### config.mk
export PLATFORM = sky130hd
export DESIGN_NAME = wdf_allpass1
export DESIGN_NICKNAME = d
export VERILOG_FILES = /design/src/rtl/wdf_ap_pkg.sv /design/src/rtl/wdf_csd_scaler.sv /design/src/rtl/wdf_adaptor_core.sv /design/src/rtl/wdf_allpass1.sv
export SDC_FILE = /design/constraint.sdc
export NUM_CORES = 1
export LEC_CHECK = 0
export BUFFER_PORTS_ARGS = -buffer_cell sky130_fd_sc_hd__buf_2
export CAP_MARGIN = 10
export CORE_UTILIZATION = 50
export CTS_BUF_LIST = sky130_fd_sc_hd__clkbuf_4 sky130_fd_sc_hd__clkbuf_8
export DETAILED_ROUTE_END_ITERATION = 10
export PLACE_DENSITY = 0.76
export SYNTH_ARGS = -nofsm -noshare
export SYNTH_HDL_FRONTEND = slang
export SYNTH_SLANG_ARGS = --single-unit
### constraint.sdc
create_clock -name clk -period 25.6 [get_ports clk]
set_clock_uncertainty 0.15 [all_clocks]
set_input_delay 1.28 -clock clk [delete_from_list [all_inputs] [get_ports clk]]
set_output_delay 1.28 -clock clk [all_outputs]
set_load 0.05 [all_outputs]
### src/rtl/wdf_ap_pkg.sv
package wdf_ap_pkg;
  localparam int ADP_T1 = 1;  // gamma above one half
  localparam int ADP_T2 = 2;  // gamma in (0, 1/2]
  localparam int ADP_T3 = 3;  // gamma in [-1/2, 0)
  localparam int ADP_T4 = 4;  // gamma below minus one half

  function automatic int clamp_int(input int v, input int lo, input int hi);
    if (v < lo) return lo;
    if (v > hi) return hi;
    return v;
  endfunction
endpackage

### src/rtl/wdf_csd_scaler.sv
module wdf_csd_scaler #(
  parameter int W = 17,
  parameter int FRAC = 9,
  parameter logic [FRAC-1:0] POS = '0,
  parameter logic [FRAC-1:0] NEG = '0
) (
  input  logic signed [W-1:0] din,
  output logic signed [W-1:0] dout
);
  localparam int PW = W + FRAC + 1;

  logic signed [PW-1:0] ext;
  logic signed [PW-1:0] term [FRAC];
  logic signed [PW-1:0] acc;

  assign ext = {{(PW-W){din[W-1]}}, din};

  for (genvar j = 0; j < FRAC; j++) begin : g_digit
    if (POS[j]) begin : g_plus
      assign term[j] = ext <<< j;
    end else if (NEG[j]) begin : g_minus
      assign term[j] = -(ext <<< j);
    end else begin : g_zero
      assign term[j] = '0;
    end
  end

  always_comb begin
    acc = '0;
    for (int j = 0; j < FRAC; j++) acc = acc + term[j];
  end

  // one final arithmetic shift: floor of the exact product
  assign dout = W'(acc >>> FRAC);
endmodule

### src/rtl/wdf_adaptor_core.sv
module wdf_adaptor_core #(
  parameter int W = 17,
  parameter int TYPE = 1,
  parameter int FRAC = 9,
  parameter logic [FRAC-1:0] POS = '0,
  parameter logic [FRAC-1:0] NEG = '0
) (
  input  logic signed [W-1:0] a1,
  input  logic signed [W-1:0] a2,
  output logic signed [W-1:0] b1,
  output logic signed [W-1:0] b2
);
  import wdf_ap_pkg::*;

  logic signed [W-1:0] diff;
  logic signed [W-1:0] prod;

  assign diff = a2 - a1;

  wdf_csd_scaler #(.W(W), .FRAC(FRAC), .POS(POS), .NEG(NEG)) u_mul (
    .din (diff),
    .dout(prod)
  );

  if (TYPE == ADP_T1) begin : g_t1
    assign b1 = a2 + diff - prod;
    assign b2 = a2 - prod;
  end else if (TYPE == ADP_T2) begin : g_t2
    assign b1 = a2 + prod;
    assign b2 = a1 + prod;
  end else if (TYPE == ADP_T3) begin : g_t3
    assign b1 = a2 - prod;
    assign b2 = a1 - prod;
  end else begin : g_t4
    assign b1 = a1 + prod;
    assign b2 = a1 - diff + prod;
  end
endmodule

### src/rtl/wdf_allpass1.sv
module wdf_allpass1 #(
  parameter int DW = 8,
  parameter int GUARD = 6,
  parameter int FRAC = 9,
  parameter int TYPE = 1,
  parameter logic [FRAC-1:0] ALPHA_POS = 9'h100,
  parameter logic [FRAC-1:0] ALPHA_NEG = 9'h045
) (
  input  logic          clk,
  input  logic          rst_n,
  input  logic          in_valid,
  output logic          in_ready,
  input  logic [DW-1:0] in_data,
  output logic          out_valid,
  input  logic          out_ready,
  output logic [DW-1:0] out_data
);
  import wdf_ap_pkg::*;

  localparam int IW = DW + GUARD;
  localparam int WW = IW + 3;
  localparam int YMAX = 2**(DW-1) - 1;
  localparam int YMIN = -(2**(DW-1));
  localparam int SMAX = 2**(IW-1) - 1;
  localparam int SMIN = -(2**(IW-1));

  logic signed [IW-1:0] state_q;
  logic signed [WW-1:0] a1_w, a2_w, b1_w, b2_w;
  logic        [DW-1:0] y_sat;
  logic signed [IW-1:0] s_sat;
  logic                 accept;

  assign in_ready = !out_valid || out_ready;
  assign accept   = in_valid && in_ready;

  assign a1_w = {{(WW-DW){in_data[DW-1]}}, in_data};
  assign a2_w = {{(WW-IW){state_q[IW-1]}}, state_q};

  wdf_adaptor_core #(.W(WW), .TYPE(TYPE), .FRAC(FRAC), .POS(ALPHA_POS), .NEG(ALPHA_NEG)) u_core (
    .a1(a1_w),
    .a2(a2_w),
    .b1(b1_w),
    .b2(b2_w)
  );

  assign y_sat = DW'(clamp_int(int'(b1_w), YMIN, YMAX));
  assign s_sat = IW'(clamp_int(int'(b2_w), SMIN, SMAX));

  always_ff @(posedge clk or negedge rst_n) begin
    if (!rst_n) begin
      state_q   <= '0;
      out_data  <= '0;
      out_valid <= 1'b0;
    end else if (accept) begin
      state_q   <= s_sat;
      out_data  <= y_sat;
      out_valid <= 1'b1;
    end else if (out_ready) begin
      out_valid <= 1'b0;
    end
  end
endmodule

* Yosys cells after proc, flatten, opt, wreduce, memory -nomap -nowiden
Index checks and enable logic that the tools add are counted.
** Storage, ports and cells
- Register bits :: 23
- Latch bits :: 0
- RAM bits :: 0
- ROM bits :: 0
- Input port bits :: 12
- Output and inout bits :: 10
- Logic and storage cells :: 37
- Memories :: 0
** Cells by class
- Add/sub/neg operators :: 10
- $mul :: 0
- Div/mod/pow operators :: 0
- Order comparisons :: 4
- Equality and inequality tests :: 0
- Shift operators :: 0
- Muxes and demuxes :: 16
- Bitwise operators :: 0
- Reductions and logical operators :: 4
** Operators by type and width (count)
- 2-to-1 mux 14 bit :: 4
- adder 26 bit :: 2
- 2-to-1 mux 8 bit :: 4
- adder 26 x 23 -> 26 bit :: 1
- negation 15 -> 26 bit :: 1
- negation 17 -> 26 bit :: 1
- negation 21 -> 26 bit :: 1
- > comparator 17 x 14 -> 1 bit (second input constant) :: 1
- > comparator 17 x 8 -> 1 bit (second input constant) :: 1
- < comparator 17 x 14 -> 1 bit (second input constant) :: 1
- < comparator 17 x 8 -> 1 bit (second input constant) :: 1
- subtractor 14 x 17 -> 17 bit :: 1
- subtractor 16 x 17 -> 17 bit :: 1
- adder 14 x 15 -> 16 bit :: 1
- subtractor 14 x 8 -> 15 bit :: 1
- 2-to-1 mux 1 bit :: 8
- nonzero test 2 bit :: 1
- logical AND 1 bit :: 1
- zero test 1 bit :: 1
- logical OR 1 bit :: 1

* Longest topological paths before layout
Gate-level depths: netlist of the first run.
- Depth after elaboration :: 11
- Gate-level depth with buffers :: 40
- Depth with buffers taken out :: 38

* Cells and area by module
From an unflattened synthesis of the first run, not the netlist that was laid out.
** Second synthesis, totals
- Cell total of the unflattened synthesis :: 769
- Area, all modules :: 5886.9 um^2
** Modules (own cells, without submodules)
- wdf_adaptor_core :: times used 1, cells each 405, area an instance 2897.8 um^2, seq. area each 0.0 um^2
- wdf_csd_scaler :: times used 1, cells each 259, area an instance 2004.4 um^2, seq. area each 0.0 um^2
- wdf_allpass1 :: times used 1, cells each 105, area an instance 984.7 um^2, seq. area each 575.6 um^2

* Least setup slack after synthesis of the first run
OpenSTA, ideal clock, no wires.
- Path kind :: input port to flip-flop
- Start :: in in_data[0]
- End :: reg out_data[7]
- Setup time :: 121 ps
- Arrival time :: 8830 ps
- Required time :: 25329 ps
- Slack :: 16498 ps
- Stages on the path :: 33
- Buffers on the path :: 0
- Path through :: ha_1 fa_1 nor2b_1 o21ai_0 a21boi_0 o21ai_0 a21boi_0 o21ai_0 nand2b_1 xor2_1 inv_1 ha_1 xnor2_1 fa_1 inv_1 ha_1 a22o_1 or4_4 or2_2 a31o_2 a21oi_1 xor2_1 ha_1 o21ai_0 a211oi_1 o21ai_0 a21oi_1 a21oi_2 xnor2_1 or4_1 or4_1 a2bb2oi_2 o22a_1
** Between the ends
- Word-level cells in the longest chain between the ends :: 11
- Elaborated cells between the ends (all ways) :: 18
- Those cells by class :: add/sub (9); order compare (2); mux (7)
** Ends and longest elaborated chain
- from (decl) :: RTL line wdf_allpass1.sv:13 : input logic [DW-1:0] in_data,
- subtractor 14 x 8 -> 15 bit * :: RTL line wdf_adaptor_core.sv:18 : assign diff = a2 - a1;
- negation 17 -> 26 bit / negation 15 -> 26 bit (equally long branches) :: RTL line wdf_csd_scaler.sv:22 : assign term[j] = -(ext <<< j);
- adder 26 bit (2 in series) :: RTL line wdf_csd_scaler.sv:30 : for (int j = 0; j < FRAC; j++) acc = acc + term[j];
- adder 26 x 23 -> 26 bit :: RTL line wdf_csd_scaler.sv:30
- subtractor 16 x 17 -> 17 bit * :: RTL line wdf_adaptor_core.sv:26 : assign b1 = a2 + diff - prod;
- < comparator 17 x 8 -> 1 bit / > comparator 17 x 8 -> 1 bit (equally long branches) :: RTL line wdf_ap_pkg.sv:8, wdf_ap_pkg.sv:9
- 2-to-1 mux 8 bit / 2-to-1 mux 1 bit (equally long branches) :: RTL line wdf_ap_pkg.sv:8, wdf_ap_pkg.sv:9
- 2-to-1 mux 8 bit / 2-to-1 mux 1 bit (equally long branches) :: RTL line wdf_ap_pkg.sv:9 : if (v > hi) return hi;
- 2-to-1 mux 8 bit :: RTL line wdf_ap_pkg.sv:10 : return v;
- 2-to-1 mux 8 bit * :: RTL line wdf_ap_pkg.sv:9
- to (signal assigned) :: RTL line wdf_allpass1.sv:56 : out_data <= y_sat;
- to (decl) :: RTL line wdf_allpass1.sv:16 : output logic [DW-1:0] out_data
Every way passes the cells marked *; elsewhere a longest branch is shown, timed or not. The select of a mux whose other input is x is not followed.
A chain may end at the register's enable or synchronous reset.

* Worst setup path in the final report of the first run
- Start :: in in_data[0]
- End :: reg state_q[10]
** Between the ends
- Word-level cells in the longest chain between the ends :: 11
- Elaborated cells between the ends (all ways) :: 16
- Those cells by class :: add/sub (8); order compare (2); mux (6)
** Ends and longest elaborated chain
- subtractor 14 x 8 -> 15 bit * :: RTL line wdf_adaptor_core.sv:18
- negation 17 -> 26 bit / negation 15 -> 26 bit (equally long branches) :: RTL line wdf_csd_scaler.sv:22
- adder 26 bit (2 in series) :: RTL line wdf_csd_scaler.sv:30
- adder 26 x 23 -> 26 bit * :: RTL line wdf_csd_scaler.sv:30
- subtractor 14 x 17 -> 17 bit * :: RTL line wdf_adaptor_core.sv:27 : assign b2 = a2 - prod;
- > comparator 17 x 14 -> 1 bit :: RTL line wdf_ap_pkg.sv:9
- 2-to-1 mux 1 bit (2 in series) :: RTL line wdf_ap_pkg.sv:9
- 2-to-1 mux 14 bit :: RTL line wdf_ap_pkg.sv:10
- 2-to-1 mux 14 bit * :: RTL line wdf_ap_pkg.sv:9
- to (signal assigned) :: RTL line wdf_allpass1.sv:55 : state_q <= s_sat;
- to (decl) :: RTL line wdf_allpass1.sv:27 : logic signed [IW-1:0] state_q;
Marked as above.

==> results of run 1 <==
area by class of cell:
cell class | instances | area, um2
Clock inverter | 1 | 7.507
Fill cell | 1164 | 5598
Inverter | 83 | 311.5
Timing Repair Buffer | 21 | 105.1
Sequential cell | 23 | 575.6
Tap cell | 147 | 183.9
Multi-Input combinational cell | 665 | 5139
Clock buffer | 3 | 41.29
sequential cells by signal, summed over array words and instances (netlist names):
name	count
out_data	8
state_q	14
out_valid	1
logic make-up after synthesis:
logic type	count (synthesis)	share of synthesized area, %
AOI/OAI and AO/OA	256	28.60
xor gates and xnor gates	80	12.22
adders and majority gates	110	24.11
buffers and inverters	100	6.701
DFF	23	9.397
muxes	2	0.3473
and+or+nand+nor	217	18.63
synthesized netlist by cell type (4+ instances only):
cell       instances  area [um2]
xnor2_1           45       394.1
nor3_1            24       120.1
o21ai_1            8       40.04
inv_1             83       311.6
a21boi_0           8       60.06
nand4_1           10       62.56
o31ai_1            5       37.54
a221oi_1           6       52.55
o21a_1            14       105.1
o211ai_1          11       82.58
clkbuf_1           7       26.28
and2_1             8       50.05
a31oi_1           10       62.56
o31a_1             5       43.79
o21bai_1           6       45.04
nor2_1            45       168.9
a211oi_1          12       90.09
o21ai_0           42       210.2
a21o_1            19       142.6
fa_1              14       280.3
ha_1              94        1176
a21oi_1           59       295.3
o22ai_1            4       25.02
nand2_1           45       168.9
o2111ai_1          4       35.03
nor2b_1           13       81.33
or2_2              6       37.54
or3_1              5       31.28
dfrtp_1           23       575.6
nand3_1           13       65.06
xor2_1            32       280.3
buf_2              5       25.02
nand2b_1          12       75.07
nor4_1             6       37.54
metrics by stage:
step           cell area, um2  hold WS, ns  worst slack, ns  utilization [%]
6_report                 6364       0.3382            15.37            53.20
5_1_grt                  6364       0.3511            14.69            53.20
4_1_cts                  6364       0.3429            15.55            53.20
3_5_place_dp             6315       0.3216            15.30            52.79
3_3_place_gp             6315       0.3155            15.61            52.79
2_1_floorplan            6125       0.3932            16.50                -
worst paths after layout:
kind                                    startpoint  slack [ns]                       to  cells past startpoint
max                                     in_data[0]       15.37  state_q[10]$_DFFE_PN0P_                     35
min reg2reg                out_data[6]$_DFFE_PN0P_        0.34  out_data[6]$_DFFE_PN0P_                      2
max in group asynchronous                    rst_n       24.08   state_q[0]$_DFFE_PN0P_                      1
min in group asynchronous                    rst_n        0.84  state_q[12]$_DFFE_PN0P_                      1
min                        out_data[6]$_DFFE_PN0P_        0.34  out_data[6]$_DFFE_PN0P_                      2
max reg2reg                 state_q[0]$_DFFE_PN0P_       15.99  state_q[10]$_DFFE_PN0P_                     35
metal layers:
layer | up-vias | routed length, um | share of wire [%]
met5 | - | 0 | 0
met4 | 0 | 252 | 1.6
met3 | 20 | 538 | 3.5
met2 | 154 | 7212 | 47
met1 | 2702 | 7407 | 48
li1 | 2899 | - | -
worst min-delay path: stages (launching register included):
cell,delay (ns)
dfrtp_1,0.34
nand2_1,0.05
o21ai_1,0.06
==> out/metrics.cfg, run 1 <==
[cts]
numCtsBuffers=3
postCtsSetupRepairBufs=0
clock-sinks=23
clkLatencyLatePin_ns=0.27
cts.path.max_buffers=2
cts_htree_levels=1
hold_buffers=0
clk_pin_slew_ns=0.09
cts.repair.resized=0
cts-root-buf=clkbuf_8
cts_tree=built

[grt]
first_global_vias=5396
grt-busiest-layer=met2
use_met2_pct=43.13
antenna_found_initial=0
overflow=0
grt_usage_pct=25.16
grt_pass1_wl_um=26390
grt_max_degree=24
grtUsageMet1_pct=35.17
globalRouteMet3Util_pct=1.566

[floorplanning]
initial_core_util_pct=51.20
die_h_um=112.7
placementRows=40
die_x_um=112.7
core_area_mm2=0.01196
ios=22
die_area_mm2=0.01270

[synthesis]
async_flop_share_pct=100.0
yosys_warnings=0
synth.distinct_cells=88
synth_area_per_cell_um2=7.772
synth-edff-count=0
seq_area_frac_synth_pct=9.397
ys.flop_type=dfrtp_1
syn_inst=788
syn-cell-area_mm2=0.006125
ys_ff_latch=23
syn_nets=908

[placed_design]
placed_cells=939
gp_routability_congestion=0.9344
dpl.hpwl_um=12670
io_buffers=21

[outcome]
status=finished, final reports clean

[timing]
tightest_slew_ns=0.8842
period_needed_ns=10.23
setup_violations=0
rsz0062_at_grt=false
min_period_over_period_pct=39.97
final-hold-violation-count=0
fmax_ghz=0.09772
slew_violations=0
fin_setup_tns_ns=0
slew_headroom_pct=40.63

[setup_path]
required_ns=25.63
cp_top_family=compound AO/OA/AOI/OAI gates
critPathMaxFanout=15
worst_setup_path_end_kind=register
crit_type=primary input to register
worst_path_max_delay_cell=a41oi_2
arrival_ns=10.26
crit_path_max_incr_delay_ns=0.63
startpoint_type=primary input
crit_buf_inv=3

[detailed_routing]
postRouteAntennaNets=0
wl_um=15410
drc=0
wl_per_cell_um=16.34
vias=5775
drtIter0Drc=478
drt-pass1-iter-count=6
vias_per_cell=6.124

[finish]
final_common_cell=ha_1
drive_gt1_share_pct=7.538
area_growth_pct=3.902
diodes=0
nNetsFinal=917
stdcell_count=943
layout_common_cells=94 x ha_1, 83 x inv_1, 59 x a21oi_1

[run]
cap_viol_max_count=0

[worst_hold_path]
min_path_type=register to register

Power of run 1 is left out: the tool's default activity adds up to more than one toggle a clock period on the data nets, which glitch-free logic cannot reach.
==> inputs of run 2 (changes only) <==
==> constraint.sdc (replaced) <==
create_clock -name clk -period 10.35 [get_ports clk]
set_clock_uncertainty 0.15 [all_clocks]
set_input_delay 0.5175 -clock clk [delete_from_list [all_inputs] [get_ports clk]]
set_output_delay 0.5175 -clock clk [all_outputs]
set_load 0.05 [all_outputs]
==> run 2 against run 1 <==
Sequential cell count unchanged. Routed wire length down 0.47%. Hold slack worse by 0.26 ns. First-iteration DRC count down 0.84%. Global-route usage down 0.53 points. Non-clock buffer count unchanged. Critical path type is now register to register. Critical endpoint is now state_q[12]$_DFFE_PN0P_.
==> out/metrics.cfg, run 2 (same netlist as run 1, synthesis figures left out) <==
[finish]
top_regs=state_q x14, out_data x8, out_valid x1
largest_reg_flops=14
area_growth_pct=3.902
post-route-util_pct=53.20
layout_common_cells=94 x ha_1, 83 x inv_1, 59 x a21oi_1
fillers=1152
nNetsFinal=917
diodes=0
drive_gt1_share_pct=7.538
regMostFlops=state_q
final_common_cell=ha_1

[detailed_routing]
drc=0
vias_per_cell=6.110
wl_per_cell_um=16.27
vias=5762
wl_um=15340
drt-pass1-iter-count=6
drtIter0Drc=474
postRouteAntennaNets=0

[run]
cap_viol_max_count=0

[floorplanning]
die_area_mm2=0.01270
placementRows=40
die_h_um=112.7
die_x_um=112.7
ios=22
core_area_mm2=0.01196
initial_core_util_pct=51.20

[grt]
antenna_found_initial=0
grt_pass1_wl_um=25560
grt_max_degree=24
first_global_vias=5267
overflow=0
grt_usage_pct=24.63

[timing]
setup_violations=0
min_period_over_period_pct=92.56
slew_violations=0
period_needed_ns=9.580
tightest_slew_ns=0.9311
final-hold-violation-count=0
fin_setup_tns_ns=0
slew_headroom_pct=37.48
rsz0062_at_grt=false
fmax_ghz=0.1044

[setup_path]
required_ns=10.37
startpoint_type=register
critPathMaxFanout=15
worst_path_max_delay_cell=a41oi_2
worst_setup_path_end_kind=register
crit_type=register to register
arrival_ns=9.60
crit_path_max_incr_delay_ns=0.66

[cts]
cts.repair.resized=0
hold_buffers=0
cts_tree=built
cts_htree_levels=1
cts.path.max_buffers=2
clkLatencyLatePin_ns=0.28
clock-sinks=23
numCtsBuffers=3
cts-root-buf=clkbuf_8
postCtsSetupRepairBufs=0
clk_pin_slew_ns=0.09

[outcome]
status=finished, final reports clean

[placed_design]
dpl.hpwl_um=12640
io_buffers=21
gp_routability_congestion=0.9418

[worst_hold_path]
min_path_type=primary input to asynchronous set/reset pin

## run 2: cell counts in the layout (fill, tap and decap cells not counted)
Identical to the previous run, type by type.
## run 2: routing by layer
layer | GRT usage [%] | share of wire, % | wire [um]
met2 | 42.80 | 46 | 7111
met3 | 2.160 | 4.0 | 613
met5 | 0 | 0 | 0
met4 | 5.244 | 2.1 | 324
met1 | 33.13 | 48 | 7290
## run 2: through the flow
step | hold slack, ns | setup WS [ns] | cell area [um2] | cells
detailed placement | 0.3203 | 0.8332 | 6315 | 939
global route | 0.1131 | 0.1978 | 6364 | 943
global placement | 0.3170 | 1.142 | 6315 | 939
floorplan | 0.07191 | 2.011 | 6125 | 788
finish | 0.08101 | 0.7701 | 6364 | 943
CTS | 0.08840 | 0.9205 | 6364 | 943
## run 2: worst max-delay path, delay by kind of cell (launching register included)
kind                       cells  cell delay (ns)
buffers and inverters          3             0.33
AOI/OAI and AO/OA             15             3.84
adders and majority gates      6             2.21
DFF                            1             0.39
xor gates and xnor gates       3             0.85
and+or+nand+nor                8             1.67
## run 2: final cells by class
class	instances	area (um2)	area share, %
multi-input combinational	665	5139	80.75
sequential	23	575.6	9.044
inverter	83	311.5	4.896
tap	147	183.9	2.890
timing repair buffer	21	105.1	1.652
clock buffer	3	41.29	0.6488
clock inverter	1	7.507	0.1180
## run 2: final timing paths
path / startpoint / endpoint / slack (ns) / cells past startpoint
worst max-delay path: state_q[0]$_DFFE_PN0P_ / state_q[12]$_DFFE_PN0P_ / 0.77 / 35
worst min-delay path: rst_n / out_data[7]$_DFFE_PN0P_ / 0.08 / 1
worst max register to register: state_q[0]$_DFFE_PN0P_ / state_q[12]$_DFFE_PN0P_ / 0.77 / 35
worst min register to register: out_data[3]$_DFFE_PN0P_ / out_data[3]$_DFFE_PN0P_ / 0.34 / 2
max in group asynchronous: rst_n / state_q[0]$_DFFE_PN0P_ / 9.59 / 1
min in group clk: in_valid / out_valid$_DFFE_PN0P_ / 0.30 / 2
Power of run 2 is left out for the same reason.
==> inputs of run 3 (changes only) <==
--- a/config.mk
+++ b/config.mk
@@ -10,7 +10,7 @@
 export CORE_UTILIZATION = 50
 export CTS_BUF_LIST = sky130_fd_sc_hd__clkbuf_4 sky130_fd_sc_hd__clkbuf_8
 export DETAILED_ROUTE_END_ITERATION = 10
-export PLACE_DENSITY = 0.76
+export PLACE_DENSITY = 0.73
 export SYNTH_ARGS = -nofsm -noshare
 export SYNTH_HDL_FRONTEND = slang
 export SYNTH_SLANG_ARGS = --single-unit
==> run 3 against run 2 <==
Non-clock buffer count is 2 higher. Cell count grew 0.21%. Clock-buffer cell count stayed put. Routed wire length decreased by 0.21%. Via count fell by 0.45%. Hold slack lost 0.0051 ns. Fmax up 0.98%. First-iteration DRC count is 16% lower. Sequential share of layout area hardly changed. Global-route usage up 0.36 points. Core utilization grew 0.26 points. Final area rose by 0.49%. Critical path type unchanged. Critical endpoint is now out_data[7]$_DFFE_PN0P_. Largest cell class unchanged.
==> out/metrics.cfg, run 3 (same netlist as run 1, synthesis figures left out) <==
[placed_design]
io_buffers=21
postPlaceCellArea_mm2=0.006330
placed_cells=941
gp_routability_congestion=0.9180
dpl.hpwl_um=12700

[floorplanning]
die_area_mm2=0.01270
ios=22
placementRows=40
die_h_um=112.7
initial_core_util_pct=51.20
core_area_mm2=0.01196
die_x_um=112.7

[setup_path]
reg2reg_depth=35
worst_path_max_delay_cell=fa_1
crit-reg2reg-launch=state_q[0]$_DFFE_PN0P_
worst_setup_path_end_kind=register
crit_type=register to register
critPathMaxFanout=8
cpMostUsedCell=o21ai_0
crit_path_max_incr_delay_ns=0.57
ff2ff_setup_slack_ns=0.86
required_ns=10.37
r2r-end=out_data[7]$_DFFE_PN0P_
arrival_ns=9.51
startpoint_type=register

[grt]
first_global_vias=5320
grt_pass1_wl_um=25870
grt_usage_pct=24.99
antenna_found_initial=0
overflow=0
grt_max_degree=24

[cts]
cts.path.max_buffers=2
clock-sinks=23
cts_tree=built
postCtsSetupRepairBufs=0
clk_pin_slew_ns=0.09
numCtsBuffers=3
clkLatencyLatePin_ns=0.27
cts_htree_levels=1
cts-root-buf=clkbuf_8

[detailed_routing]
wl_um=15310
drc=0
highest_layer=met4
drtIter0Drc=399
drt-pass1-iter-count=5
postRouteAntennaNets=0
wl_per_cell_um=16.20
met2_wirelength_um=7365
wl_met3_um=634
vias_per_cell=6.070
wl_met1_um=7182
vias=5736

[finish]
final_common_cell=ha_1
regMostFlops=state_q
stdcell_count=945
post-route-util_pct=53.46
area_growth_pct=4.413
layout_common_cells=94 x ha_1, 83 x inv_1, 59 x a21oi_1
diodes=0
top_regs=state_q x14, out_data x8, out_valid x1
drive_gt1_share_pct=7.895
nNetsFinal=919
largest_reg_flops=14
final_area_mm2=0.006395

[timing]
period_needed_ns=9.487
slew_headroom_pct=39.45
min_period_over_period_pct=91.66
setup_violations=0
fmax_ghz=0.1054
final-hold-violation-count=0
fin_setup_tns_ns=0
slew_violations=0
rsz0062_at_grt=false
tightest_slew_ns=0.9017

[outcome]
status=finished, final reports clean

[run]
cap_viol_max_count=0

[worst_hold_path]
min_path_type=primary input to asynchronous set/reset pin

-- run 3: cell types whose count changed in the layout (fill, tap and decap cells not counted), sizes merged --
cell and change:
buf +2
-- run 3: worst max path at each step --
stage                     cells after the start  slack [ns]                      end                   start
after floorplan                              33        2.01  out_data[7]$_DFFE_PN0P_              in_data[0]
after global placement                       35        1.04  state_q[12]$_DFFE_PN0P_              in_data[0]
after detailed placement                     35        0.66   state_q[8]$_DFFE_PN0P_              in_data[0]
after CTS                                    35        0.80   state_q[8]$_DFFE_PN0P_  state_q[0]$_DFFE_PN0P_
after global routing                         35        0.19  out_data[7]$_DFFE_PN0P_  state_q[0]$_DFFE_PN0P_
final                                        35        0.86  out_data[7]$_DFFE_PN0P_  state_q[0]$_DFFE_PN0P_
-- run 3: repair_timing --
action | in CTS | in global routing
setup endpoints to repair | 0 | 6
hold buffers | 0 | 0
gates resized for setup | 0 | 2
-- run 3: area by class of cell --
class                      count  area [um2]
clock inverter                 1       7.507
timing repair buffer          23       120.1
fill                        1153        5567
sequential                    23       575.6
inverter                      83       311.5
tap                          147       183.9
multi-input combinational    665        5155
clock buffer                   3       41.29
-- run 3: layer usage --
| metal | track usage (%) | up-vias |
|---|---|---|
| li1 | - | 2900 |
| met1 | 33.56 | 2701 |
| met2 | 43.79 | 124 |
| met3 | 2.700 | 11 |
| met4 | 3.911 | 0 |
| met5 | 0 | - |
-- run 3: worst max-delay path: cells and delay by family (launching register included) --
family	cells	cell delay, ns
AO/OA/AOI/OAI	15	3.15
XOR/XNOR	4	1.08
buffers and inverters	3	0.36
flip-flops	1	0.39
adder cells (fa/ha/maj)	6	2.15
AND/OR/NAND/NOR	7	2.11
-- run 3: metrics by stage --
step	hold slack (ns)	worst slack, ns
final	0.07594	0.8633
after CTS	0.09088	0.8018
after global placement	0.3160	1.038
after detailed placement	0.3204	0.6634
after floorplan	0.07191	2.011
after global routing	0.1132	0.1865
Power of run 3 is left out for the same reason.
